`src/rtl/irq_cond_pkg.sv`:
```
package irq_cond_pkg;

  localparam int STYLE_W = 2;

  typedef enum logic [STYLE_W-1:0] {
    CODE_LOW_LVL  = 2'b00,
    CODE_HIGH_EDG = 2'b01,
    CODE_HIGH_LVL = 2'b10,
    CODE_RSVD     = 2'b11
  } share_code_e;

  typedef enum logic [1:0] {
    DRV_PLAIN,
    DRV_LOW_LVL,
    DRV_HIGH_LVL,
    DRV_HIGH_EDG
  } drv_kind_e;

endpackage

```
`src/rtl/irq_edge_det.sv`:
```
module irq_edge_det (
  input  logic clk,
  input  logic rst_n,
  input  logic req_i,
  output logic rise_o
);

  logic req_hist_q;
  logic req_hist_d;

  always_comb begin
    req_hist_d = req_i;
    rise_o     = req_i & ~req_hist_q;
  end

  always_ff @(posedge clk or negedge rst_n) begin
    if (!rst_n) req_hist_q <= 1'b0;
    else        req_hist_q <= req_hist_d;
  end

  // a rise is never reported on two consecutive edges
  a_r6_no_double_rise: assert property (@(posedge clk) disable iff (!rst_n)
    rise_o |=> !rise_o);

endmodule

```
`src/rtl/irq_style_dec.sv`:
```
module irq_style_dec
  import irq_cond_pkg::*;
(
  input  logic                share_i,
  input  logic [STYLE_W-1:0]  code_i,
  output drv_kind_e           kind_o
);

  always_comb begin
    if (!share_i) begin
      kind_o = DRV_PLAIN;
    end else begin
      unique case (share_code_e'(code_i))
        CODE_HIGH_EDG: kind_o = DRV_HIGH_EDG;
        CODE_HIGH_LVL: kind_o = DRV_HIGH_LVL;
        CODE_LOW_LVL,
        CODE_RSVD:     kind_o = DRV_LOW_LVL;
        default:       kind_o = DRV_LOW_LVL;
      endcase
    end
  end

  always_comb begin
    a_r7_rsvd_as_low: assert (!(share_i && code_i == 2'b11) || kind_o == DRV_LOW_LVL);
  end

endmodule

```
`src/rtl/irq_pin_drv.sv`:
```
module irq_pin_drv
  import irq_cond_pkg::*;
(
  input  logic      clk,
  input  logic      rst_n,
  input  drv_kind_e kind_i,
  input  logic      req_i,
  input  logic      rise_i,
  output logic      val_o,
  output logic      oe_o
);

  logic val_d, oe_d;
  logic val_q, oe_q;

  always_comb begin
    unique case (kind_i)
      DRV_PLAIN: begin
        val_d = req_i;
        oe_d  = 1'b1;
      end
      DRV_LOW_LVL: begin
        val_d = ~req_i;
        oe_d  = req_i;
      end
      DRV_HIGH_LVL: begin
        val_d = req_i;
        oe_d  = req_i;
      end
      DRV_HIGH_EDG: begin
        val_d = rise_i;
        oe_d  = rise_i;
      end
      default: begin
        val_d = req_i;
        oe_d  = 1'b1;
      end
    endcase
  end

  always_ff @(posedge clk or negedge rst_n) begin
    if (!rst_n) begin
      val_q <= 1'b0;
      oe_q  <= 1'b1;
    end else begin
      val_q <= val_d;
      oe_q  <= oe_d;
    end
  end

  assign val_o = val_q;
  assign oe_o  = oe_q;

  // dedicated pin keeps its driver on
  a_r2_plain_oe: assert property (@(posedge clk) disable iff (!rst_n)
    (kind_i == DRV_PLAIN) |=> oe_o);
  // active-low level drives 0 while requesting
  a_r3_low_drive: assert property (@(posedge clk) disable iff (!rst_n)
    (kind_i == DRV_LOW_LVL && req_i) |=> (oe_o && !val_o));
  // shared level styles release the line when idle
  a_r4_level_release: assert property (@(posedge clk) disable iff (!rst_n)
    ((kind_i == DRV_HIGH_LVL || kind_i == DRV_LOW_LVL) && !req_i) |=> !oe_o);
  // edge style drives only on a rise, and then drives high
  a_r5_edge_pulse: assert property (@(posedge clk) disable iff (!rst_n)
    (kind_i == DRV_HIGH_EDG) |=> (oe_o == val_o && oe_o == $past(rise_i)));

endmodule

```
`src/rtl/irq_line_cond.sv`:
```
module irq_line_cond
  import irq_cond_pkg::*;
(
  input  logic               clk,
  input  logic               rst_n,
  input  logic               irq_req,
  input  logic               share_on,
  input  logic [STYLE_W-1:0] share_style,
  output logic               irq_pin_val,
  output logic               irq_pin_oe
);

  logic      rise;
  drv_kind_e kind;

  irq_edge_det u_edge (
    .clk    (clk),
    .rst_n  (rst_n),
    .req_i  (irq_req),
    .rise_o (rise)
  );

  irq_style_dec u_dec (
    .share_i (share_on),
    .code_i  (share_style),
    .kind_o  (kind)
  );

  irq_pin_drv u_drv (
    .clk    (clk),
    .rst_n  (rst_n),
    .kind_i (kind),
    .req_i  (irq_req),
    .rise_i (rise),
    .val_o  (irq_pin_val),
    .oe_o   (irq_pin_oe)
  );

  // dedicated pin follows the request one edge later
  a_r2_plain_follow: assert property (@(posedge clk) disable iff (!rst_n)
    !share_on |=> (irq_pin_val == $past(irq_req)));

endmodule

```
`config.mk`:
```
export PLATFORM = sky130hd
export DESIGN_NAME = irq_line_cond
export DESIGN_NICKNAME = d
export VERILOG_FILES = /design/src/rtl/irq_cond_pkg.sv /design/src/rtl/irq_edge_det.sv /design/src/rtl/irq_style_dec.sv /design/src/rtl/irq_pin_drv.sv /design/src/rtl/irq_line_cond.sv
export SDC_FILE = /design/constraint.sdc
export NUM_CORES = 1
export LEC_CHECK = 0
export CORE_AREA = 3 3 40 42
export CTS_CLUSTER_DIAMETER = 100
export DETAILED_ROUTE_END_ITERATION = 12
export DIE_AREA = 0 0 43 45
export GPL_ROUTABILITY_DRIVEN = 0
export HOLD_SLACK_MARGIN = 0.02
export PLACE_DENSITY = 0.35
export SLEW_MARGIN = 20
export SYNTH_ARGS = -nofsm -noshare
export SYNTH_HDL_FRONTEND = slang
export SYNTH_SLANG_ARGS = --single-unit
```
`constraint.sdc`:
```
create_clock -name clk -period 1 [get_ports clk]
set_input_delay 0.1 -clock clk [delete_from_list [all_inputs] [get_ports clk]]
set_output_delay 0.1 -clock clk [all_outputs]
set_load 0.05 [all_outputs]
```
==> impl_metrics.ini <==
[routing]
drt_iter0_drc = 2
ant_nets = 0
dr.pass1.iters = 2
num_vias = 163
wirelength_um = 371
drc_errors = 0
wl_per_cell_um = 8.24
viasPerCell = 3.62

[worst_setup_path]
critPathCapture = irq_pin_oe
cp.depth = 1
rr_endpoint = u_drv.val_o
path_delay_family = flip-flops
crit_fanout = 1
cpMaxStageDelayCell = dfstp_2
startpoint = u_drv.oe_o
crit_chain = buf_12
start_kind = flop
crit_arrival_ps = 900
path_class = flop to output pin
slowest_delay_ps = 530
required_ps = 900
ff2ff_setup_slack_ps = 270
reg2reg_from = u_edge.req_hist_q
endpoint_kind = output pin
worst-path-buf-inv = 1
r2r_cells = 3

[run]
max_cap_viol_count = 0

[yosys]
ys_seq_elements = 3
ys.flop_type = dfrtp_1
yosysSeqAreaShare = 0.389
avgSynthCellArea_um2 = 10.9
synthArstFlopShare = 1.00
synth.area.top_cells = dfrtp_1, ha_1, dfstp_2
yosysTopAreaCell = dfrtp_1
ys_types = 10
synth_edf_count = 0
netlist_area_um2 = 196
synth_common_cells = ha_1, inv_1, dfrtp_1, nand2b_1
synth_top_area_share = 0.255
synth_nets = 28
ys_warn_count = 0
syn_inst = 18

[die]
initial_utilization = 0.153
pin_count = 8
coreArea_mm2 = 0.00128
row_count = 13
die_area_mm2 = 0.00194
die_w_um = 43
die-height_um = 45

[cells_and_area]
area_growth_pct = 98.7
seqCellArea_um2 = 76.3
fillCellCount = 139
diodes = 0
multi_input_area_um2 = 145
post-route-util = 0.304
drive_gt1_frac = 0.567
fin_nets = 41

[power]
vdd_drop_max_uv = 309
leakage_uw = 0.000176
design_power_total_uw = 523
p_per_area_mw_per_mm2 = 1340

[global_routing]
antenna_found_initial = 0
grt_pass1_wl_um = 690
grt_overflow = 0
grt_pass1_vias = 172
grtUsageTotal = 0.0543
grt_max_degree = 5

[placement]
dp_hpwl_um = 320
io_buffers = 7

[cts]
cts_sinks = 3
cts_buffers = 3
clk_pin_slew_ps = 40
clkLatencyLatePin_ps = 230
cts_buffer_depth = 2
clock-root-buffer = clkbuf_4
cts_tree = built
htreeDepth = 1

[timing]
finalClockSkew_ps = 0.220
fmaxAchievable_mhz = 1000
drv_slew = 0
max_slew_margin = 0.871
setup_viol = 0
rsz0062_at_grt = true
post-route-period-util = 1.00
worst_pin_slew_ps = 194
hold_viol_final = 0
min_period_ps = 1000

[run_status]
status = complete, no violations

[hold_path]
hold_class = input pin to asynchronous set/reset pin
[through the flow]
| step | hold slack (ps) | TNS [ps] | setup slack (ps) | cell area (µm²) | std cells |
|---|---|---|---|---|---|
| floorplan | -196 | -113 | -83.4 | 244 | 18 |
| global placement | 296 | -1410 | -726 | 360 | 41 |
| detailed placement | 300 | -1420 | -731 | 360 | 41 |
| CTS | 46.5 | -12.3 | -12.3 | 382 | 45 |
| global route | 48.5 | -28.8 | -28.8 | 390 | 45 |
| finish | 49.0 | 0 | 0.430 | 390 | 45 |
[registers in the layout, summed over array words and instances, names as in the netlist]
name	cells
u_drv.oe_o	1
u_drv.val_o	1
u_edge.req_hist_q	1
[area by class of cell]
cell class,count,share of cell area
Inverter,4,0.0641
Clock buffer,4,0.0673
Multi-Input combinational cell,11,0.372
Sequential cell,3,0.196
Tap cell,15,0.0481
Timing Repair Buffer,8,0.253
[power breakdown]
part           internal [µW]  total (µW)  switching [µW]
combinational           83.8         158            74.3
sequential               137         147            9.22
clock                    150         218            68.5
[logic make-up (layout without fill, tap and decap cells)]
kind of cell / count (synthesis) / in the layout / synth area share
adders and majority gates: 4 / 4 / 0.255
buffers and inverters: 4 / 16 / 0.0764
DFF: 3 / 3 / 0.389
AOI/OAI and AO/OA: 3 / 3 / 0.115
and+or+nand+nor: 4 / 4 / 0.166
[layout by cell type (no fill, tap or decap)]
cell type        instances
buf_6                    2
nand2b_1                 1
o211ai_2                 1
o21ai_1                  1
inv_1                    2
buf_4                    1
nor2b_4                  1
dfstp_2                  1
nand2b_4                 2
clkbuf_4                 3
clkbuf_1                 1
ha_1                     2
o21ai_0                  1
dfrtp_1                  2
inv_8                    1
inv_4                    1
ha_4                     2
clkdlybuf4s50_1          2
dlygate4sd2_1            1
buf_12                   2
[timing repair]
item | CTS | global route
hold buffers | 0 | 0
endpoints found under the setup margin | 3 | 2
pin swaps | 0 | 2
resized for setup | 11 | 2
buffers inserted | 0 | 0
[layer usage]
layer	up-vias	GRT usage	share of wire
met5	-	0	0
met4	0	0.0361	0
met3	0	0.0558	0.16
met2	10	0.0808	0.49
met1	74	0.0437	0.34
li1	79	-	-
[how the worst min path moves through the flow]
stage | from | to | cells after the start
floorplan | rst_n | u_drv.val_o | 0
global placement | rst_n | u_drv.val_o | 1
detailed placement | rst_n | u_drv.val_o | 1
CTS | rst_n | u_drv.val_o | 1
global route | rst_n | u_drv.val_o | 1
finish | rst_n | u_edge.req_hist_q | 1
No activity file was read; power rests on OpenSTA's default activity.
